`config.mk`:
```
export PLATFORM = sky130hd
export DESIGN_NAME = carrier_pll
export DESIGN_NICKNAME = d
export VERILOG_FILES = /design/src/rtl/pll_math_pkg.sv /design/src/rtl/pll_detector.sv /design/src/rtl/pll_loop_filter.sv /design/src/rtl/pll_nco.sv /design/src/rtl/pll_lock_watch.sv /design/src/rtl/carrier_pll.sv
export SDC_FILE = /design/constraint.sdc
export NUM_CORES = 2
export LEC_CHECK = 0
export BUFFER_PORTS_ARGS = -buffer_cell sky130_fd_sc_hd__buf_2
export CAP_MARGIN = 10
export CORE_MARGIN = 5
export CORE_UTILIZATION = 40
export DETAILED_ROUTE_END_ITERATION = 8
export GPL_TIMING_DRIVEN = 0
export PLACE_DENSITY = 0.55
export SETUP_SLACK_MARGIN = 0.5
export SLEW_MARGIN = 20
export SYNTH_ARGS = -nofsm -noshare
export SYNTH_HDL_FRONTEND = slang
export SYNTH_SLANG_ARGS = --single-unit
```
`constraint.sdc`:
```
create_clock -name clk -period 42 [get_ports clk]
set_input_delay 4.2 -clock clk [delete_from_list [all_inputs] [get_ports clk]]
set_output_delay 4.2 -clock clk [all_outputs]
set_load 0.02 [all_outputs]
```
`src/rtl/pll_math_pkg.sv`:
```
package pll_math_pkg;
  localparam int SAMPLE_W = 16;
  localparam int ERR_W    = 18;
  localparam int KP_TERMS = 5;
  localparam int KP_SH [KP_TERMS] = '{4, 5, 8, 9, 10};
  localparam int KI_SH0 = 6;
  localparam int KI_SH1 = 8;

  // Elaboration-time quarter-wave value, Taylor series to the 13th power.
  function automatic logic signed [SAMPLE_W-1:0] quarter_sine(int idx, int n_entries, int amp);
    real x, x2, term, acc;
    x    = (real'(idx) + 0.5) * 3.14159265358979 / (2.0 * real'(n_entries));
    x2   = x * x;
    term = x;
    acc  = x;
    for (int k = 1; k < 7; k++) begin
      term = -term * x2 / real'((2 * k) * (2 * k + 1));
      acc  = acc + term;
    end
    return SAMPLE_W'($rtoi(acc * real'(amp) + 0.5));
  endfunction

  function automatic logic signed [ERR_W-1:0] kp_shift_add(logic signed [ERR_W-1:0] e);
    logic signed [ERR_W-1:0] s;
    s = '0;
    for (int k = 0; k < KP_TERMS; k++) s = s + (e >>> KP_SH[k]);
    return s;
  endfunction

  function automatic logic signed [ERR_W-1:0] ki_shift_add(logic signed [ERR_W-1:0] e);
    return (e >>> KI_SH0) + (e >>> KI_SH1);
  endfunction
endpackage

```
`src/rtl/pll_detector.sv`:
```
module pll_detector
  import pll_math_pkg::*;
#(
  parameter int LP_SHIFT = 3
) (
  input  logic                       clk,
  input  logic                       rst,
  input  logic                       valid,
  input  logic signed [SAMPLE_W-1:0] sample,
  input  logic signed [SAMPLE_W-1:0] lo_sine,
  output logic signed [ERR_W-1:0]    err_now
);
  localparam int PROD_W = 2 * SAMPLE_W;

  logic signed [PROD_W-1:0] prod;
  logic signed [ERR_W-1:0]  pd;
  logic signed [ERR_W:0]    diff;
  logic signed [ERR_W-1:0]  lp_q;

  assign prod    = sample * lo_sine;
  assign pd      = ERR_W'(prod >>> (SAMPLE_W - 1));
  assign diff    = (ERR_W+1)'(pd) - (ERR_W+1)'(lp_q);
  assign err_now = lp_q + ERR_W'(diff >>> LP_SHIFT);

  always_ff @(posedge clk) begin
    if (rst)        lp_q <= '0;
    else if (valid) lp_q <= err_now;
  end
endmodule

```
`src/rtl/pll_loop_filter.sv`:
```
module pll_loop_filter
  import pll_math_pkg::*;
#(
  parameter int INT_W  = 24,
  parameter int CTRL_W = 32
) (
  input  logic                     clk,
  input  logic                     rst,
  input  logic                     valid,
  input  logic signed [ERR_W-1:0]  err_now,
  output logic signed [CTRL_W-1:0] ctrl_next,
  output logic signed [CTRL_W-1:0] ctrl_q,
  output logic signed [INT_W-1:0]  integ_q,
  output logic signed [ERR_W-1:0]  ki_step
);
  localparam logic signed [INT_W:0]  IMAX = {2'b00, {(INT_W-1){1'b1}}};
  localparam logic signed [INT_W:0]  IMIN = {2'b11, {(INT_W-1){1'b0}}};
  localparam logic signed [CTRL_W:0] CMAX = {2'b00, {(CTRL_W-1){1'b1}}};
  localparam logic signed [CTRL_W:0] CMIN = {2'b11, {(CTRL_W-1){1'b0}}};

  logic signed [ERR_W-1:0]  kp_val;
  logic signed [INT_W:0]    isum;
  logic signed [INT_W-1:0]  integ_next;
  logic signed [CTRL_W:0]   csum;

  assign kp_val  = kp_shift_add(err_now);
  assign ki_step = ki_shift_add(err_now);
  assign isum    = (INT_W+1)'(integ_q) + (INT_W+1)'(ki_step);

  always_comb begin
    if (isum > IMAX)      integ_next = IMAX[INT_W-1:0];
    else if (isum < IMIN) integ_next = IMIN[INT_W-1:0];
    else                  integ_next = isum[INT_W-1:0];
  end

  assign csum = (CTRL_W+1)'(kp_val) + (CTRL_W+1)'(integ_next);

  always_comb begin
    if (csum > CMAX)      ctrl_next = CMAX[CTRL_W-1:0];
    else if (csum < CMIN) ctrl_next = CMIN[CTRL_W-1:0];
    else                  ctrl_next = csum[CTRL_W-1:0];
  end

  always_ff @(posedge clk) begin
    if (rst) begin
      integ_q <= '0;
      ctrl_q  <= '0;
    end else if (valid) begin
      integ_q <= integ_next;
      ctrl_q  <= ctrl_next;
    end
  end
endmodule

```
`src/rtl/pll_nco.sv`:
```
module pll_nco
  import pll_math_pkg::*;
#(
  parameter int              PHASE_W     = 32,
  parameter int              CTRL_W      = 32,
  parameter int              LUT_ADDR_W  = 10,
  parameter int              GAIN_SHL    = 4,
  parameter logic [31:0]     CENTRE_WORD = 32'h0A3D_70A4
) (
  input  logic                       clk,
  input  logic                       rst,
  input  logic                       valid,
  input  logic signed [CTRL_W-1:0]   ctrl_next,
  output logic [PHASE_W-1:0]         phase_q,
  output logic signed [SAMPLE_W-1:0] sine
);
  localparam int IDX_W = LUT_ADDR_W - 2;
  localparam int QN    = 1 << IDX_W;
  localparam int AMP   = (1 << (SAMPLE_W - 1)) - 1;

  logic signed [SAMPLE_W-1:0] rom [QN];
  logic [LUT_ADDR_W-1:0]      addr;
  logic [IDX_W-1:0]           idx;
  logic signed [SAMPLE_W-1:0] mag;
  logic [PHASE_W-1:0]         step;

  for (genvar gi = 0; gi < QN; gi++) begin : g_rom
    assign rom[gi] = quarter_sine(gi, QN, AMP);
  end

  assign addr = phase_q[PHASE_W-1 -: LUT_ADDR_W];
  assign idx  = addr[LUT_ADDR_W-2] ? ~addr[IDX_W-1:0] : addr[IDX_W-1:0];
  assign mag  = rom[idx];
  assign sine = addr[LUT_ADDR_W-1] ? -mag : mag;
  assign step = PHASE_W'(CENTRE_WORD) + (PHASE_W'(ctrl_next) << GAIN_SHL);

  always_ff @(posedge clk) begin
    if (rst)        phase_q <= '0;
    else if (valid) phase_q <= phase_q + step;
  end
endmodule

```
`src/rtl/pll_lock_watch.sv`:
```
module pll_lock_watch
  import pll_math_pkg::*;
#(
  parameter int LOCK_THRESH = 256,
  parameter int LOCK_LEN    = 256
) (
  input  logic                    clk,
  input  logic                    rst,
  input  logic                    valid,
  input  logic signed [ERR_W-1:0] err_now,
  output logic                    in_win,
  output logic                    locked
);
  localparam int CNT_W = $clog2(LOCK_LEN + 1);

  logic [ERR_W-1:0] mag;
  logic [CNT_W-1:0] run_q;

  assign mag    = err_now[ERR_W-1] ? ERR_W'(-err_now) : ERR_W'(err_now);
  assign in_win = mag < ERR_W'(LOCK_THRESH);

  always_ff @(posedge clk) begin
    if (rst) begin
      run_q  <= '0;
      locked <= 1'b0;
    end else if (valid) begin
      if (!in_win) begin
        run_q  <= '0;
        locked <= 1'b0;
      end else begin
        if (run_q != CNT_W'(LOCK_LEN)) run_q <= run_q + 1'b1;
        if (run_q == CNT_W'(LOCK_LEN - 1)) locked <= 1'b1;
      end
    end
  end
endmodule

```
`src/rtl/carrier_pll.sv`:
```
module carrier_pll
  import pll_math_pkg::*;
#(
  parameter int          PHASE_W     = 32,
  parameter int          CTRL_W      = 32,
  parameter int          INT_W       = 24,
  parameter int          LUT_ADDR_W  = 10,
  parameter int          LP_SHIFT    = 3,
  parameter int          GAIN_SHL    = 4,
  parameter int          LOCK_THRESH = 256,
  parameter int          LOCK_LEN    = 256,
  parameter logic [31:0] CENTRE_WORD = 32'h0A3D_70A4
) (
  input  logic                       clk,
  input  logic                       rst,
  input  logic                       sample_valid,
  input  logic signed [SAMPLE_W-1:0] sample_in,
  output logic signed [SAMPLE_W-1:0] nco_sine,
  output logic signed [CTRL_W-1:0]   ctrl_word,
  output logic                       locked
);
  logic signed [ERR_W-1:0]  err_now;
  logic signed [CTRL_W-1:0] ctrl_next;
  logic signed [INT_W-1:0]  integ_q;
  logic signed [ERR_W-1:0]  ki_step;
  logic [PHASE_W-1:0]       phase_q;
  logic                     in_win;

  pll_detector #(.LP_SHIFT(LP_SHIFT)) u_det (
    .clk(clk), .rst(rst), .valid(sample_valid),
    .sample(sample_in), .lo_sine(nco_sine), .err_now(err_now)
  );

  pll_loop_filter #(.INT_W(INT_W), .CTRL_W(CTRL_W)) u_filt (
    .clk(clk), .rst(rst), .valid(sample_valid), .err_now(err_now),
    .ctrl_next(ctrl_next), .ctrl_q(ctrl_word), .integ_q(integ_q), .ki_step(ki_step)
  );

  pll_nco #(
    .PHASE_W(PHASE_W), .CTRL_W(CTRL_W), .LUT_ADDR_W(LUT_ADDR_W),
    .GAIN_SHL(GAIN_SHL), .CENTRE_WORD(CENTRE_WORD)
  ) u_nco (
    .clk(clk), .rst(rst), .valid(sample_valid), .ctrl_next(ctrl_next),
    .phase_q(phase_q), .sine(nco_sine)
  );

  pll_lock_watch #(.LOCK_THRESH(LOCK_THRESH), .LOCK_LEN(LOCK_LEN)) u_lock (
    .clk(clk), .rst(rst), .valid(sample_valid), .err_now(err_now),
    .in_win(in_win), .locked(locked)
  );
endmodule

```
==> impl_metrics.yaml <==
critical_path:
  startpoint: "u_nco.phase_q[30]"
  slowest_delay_ns: 0.95
  cp-end-kind: "register"
  crit_path_max_fanout: 19
  reg2regPathDepth: 105
  start_kind: "register"
  r2r_setup_slack_ns: 11.84
  cp.buffers_inverters: 16
  cp.arrival_ns: 30.39
  crit_slowest_cell: "xnor2_1"
  crit_family: "compound AO/OA/AOI/OAI gates"
  critPathKind: "register to register"
  rr_startpoint: "u_nco.phase_q[30]"
  required_ns: 42.23
  worstReg2RegEnd: "u_nco.phase_q[31]"
clock_tree:
  numCtsBuffers: 9
  cts_resized: 0
  clock_latency_ns: 0.39
  cts_hold_buf: 0
  clk_pin_slew_worst_paths_ns: 0.09
  cts-root-buf: "clkbuf_16"
  post_cts_buffers: 0
  tritoncts: "built"
  htreeDepth: 3
  cts.sinks: 107
  clockBufferDepth: 2
floorplan:
  die_y_um: 280.8
  core-area_mm2: 0.07283
  die_area_mm2: 0.07883
  start_util_pct: 40.26
  pin_count: 68
  die_w_um: 280.8
  rows: 99
sta:
  slew_violations: 0
  tightest_slew_ns: 1.312
  setup_viol: 0
  hold_violations: 0
  min_period_ns: 30.16
  fin_crit_sh_pct: 71.81
  postLayoutSetupSlackWorst_ns: 11.84
  holdWs_ns: 0.4663
  setup_tns_ns: 0
  fin_skew_ns: 0.01378
  relSlewSlack_pct: 12.55
  fmax_ghz: 0.03315
  rsz0062_at_grt: "no"
synth:
  synthCells: 3771
  ys.warnings.count: 0
  synth_nets: 4378
  yosys_register_bits: 107
  async_flop_share_pct: 0
  synth_edf_count: 0
  synth-main-ff-cell: "dfxtp_1"
  ys_types: 105
  avgSynthCellArea_um2: 7.777
  syn_area_mm2: 0.02933
  seq_area_frac_synth_pct: 7.304
run_status:
  status: "complete, no violations"
worst_hold_path:
  hold-path-endpoint: "u_filt.integ_q[5]"
  hold_path_depth: 2
  hold_class: "register to register"
  worstHoldStart: "u_filt.integ_q[5]"
route:
  antenna_left: 0
  drc: 0
  wl_um: 147300
  firstDrtPassIters: 8
  dr_total_vias: 30370
  vias_per_cell: 6.295
  post_drt_wl_per_cell_um: 30.53
  drt_iter0_drc: 3725
placed_design:
  dp_hpwl_um: 114100
  pre_cts_slack_ns: 12.37
  port_buffers: 67
  placed_area_mm2: 0.03095
  place_congestion: 1.105
finish:
  nets: 4460
  drive_above_1_share_pct: 8.320
  finalInstanceArea_mm2: 0.03132
  area_growth_syn_to_layout_pct: 6.792
flow_run:
  max-cap-violations: 0
grt:
  globalRouteOverflowTotal: 0
  grt_pass1_vias: 28980
  grt_max_degree: 21
  grtUsageTotal_pct: 36.34
  grt_pass1_wl_um: 209800
  antenna_found_initial: 12
worst max-delay path by stage:
| stage | to | slack, ns | cells past startpoint |
|---|---|---|---|
| after floorplan | u_nco.phase_q[31] | 19.75 | 106 |
| after detailed placement | u_nco.phase_q[31] | 12.37 | 105 |
| after global routing | u_nco.phase_q[31] | 10.63 | 104 |
| after CTS | u_nco.phase_q[31] | 12.24 | 105 |
| final | u_nco.phase_q[31] | 11.84 | 105 |
| after global placement | u_nco.phase_q[31] | 11.23 | 105 |
state kept, by name (all words and copies together) (netlist names):
name and count:
u_nco.phase_q 30, u_filt.ctrl_q 25, u_filt.integ_q 24, u_det.lp_q 18
u_lock.run_q 9, u_lock.locked 1
synth_stat cells, types with 32 or more instances:
library cell	n	area [um2]
o211ai_1	38	285.3
mux2i_1	51	510.5
dfxtp_1	107	2142
nand2_1	299	1122
nor2_1	301	1130
inv_1	490	1839
a31oi_1	32	200.2
and2_1	138	863.3
buf_2	86	430.4
ha_1	291	3641
nand3_1	64	320.3
o22ai_1	45	281.5
a21o_1	46	345.3
a211oi_1	53	397.9
nand2b_1	49	306.5
xnor2_1	119	1042
fa_1	297	5946
a21oi_1	231	1156
xor2_1	48	420.4
o21a_1	39	292.8
nor3_1	71	355.3
nor2b_1	66	412.9
clkbuf_1	99	371.6
o21ai_0	159	795.8
metal layers:
| layer | part of all wire [%] | vias to the layer above | GRT usage, % |
|---|---|---|---|
| met5 | 0.20 | - | 0 |
| met4 | 7.6 | 12 | 21.18 |
| met3 | 10 | 538 | 10.07 |
| met2 | 41 | 1886 | 53.03 |
| met1 | 41 | 14830 | 48.16 |
| li1 | - | 13100 | - |
cell families (layout without fill, tap and decap cells):
| kind of cell | count (synthesis) | count (layout) | share of synthesized area [%] |
|---|---|---|---|
| multiplexers | 66 | 66 | 2.816 |
| adder cells (fa/ha/maj) | 589 | 589 | 32.72 |
| buffers and inverters | 739 | 826 | 10.44 |
| AO/OA/AOI/OAI | 950 | 950 | 22.12 |
| AND/OR/NAND/NOR | 1148 | 1148 | 19.34 |
| XOR/XNOR | 172 | 172 | 5.265 |
| flip-flops | 107 | 107 | 7.304 |
| other | 0 | 7 | 0 |
tightest hold or removal path, stage by stage (launching register included):
cell and delay [ns]:
dfxtp_1 0.33, nand2_1 0.05, o21ai_0 0.06
final cells by class:
| class | instances | area [um2] |
|---|---|---|
| sequential | 107 | 2142 |
| tap | 959 | 1200 |
| clock inverter | 6 | 65.06 |
| inverter | 496 | 1864 |
| clock buffer | 10 | 239.0 |
| timing repair buffer | 71 | 376.6 |
| buffer | 243 | 1200 |
| antenna | 7 | 17.52 |
| multi-input combinational | 2925 | 24210 |
| fill | 7631 | 41520 |
cell usage in the layout, fill, tap and decap left out, types with 30 or more instances in the layout:
cell	n
a21oi_1	231
dfxtp_1	107
xnor2_1	115
and2_1	138
nor3_1	71
fa_1	297
nand2_1	299
nor2_1	299
nand3_1	64
nor2b_1	66
a211oi_1	53
o21a_1	39
a221oi_1	30
buf_2	154
xor2_1	45
and3_1	30
o21bai_1	30
o22ai_1	45
ha_1	291
a21o_1	46
inv_1	490
nand2b_1	49
clkbuf_1	97
mux2i_1	51
a31oi_1	32
o21ai_0	158
o211ai_1	38
through the flow:
stage / cells / utilization (%)
detailed placement: 4800 / 42.50
global placement: 4797 / 42.37
finish: 4824 / 43.00
CTS: 4816 / 42.92
global route: 4817 / 42.98
floorplan: 3771 / -
Power is not shown: default switching activity piles up to over one toggle a cycle in this logic, so the estimate is an artifact.
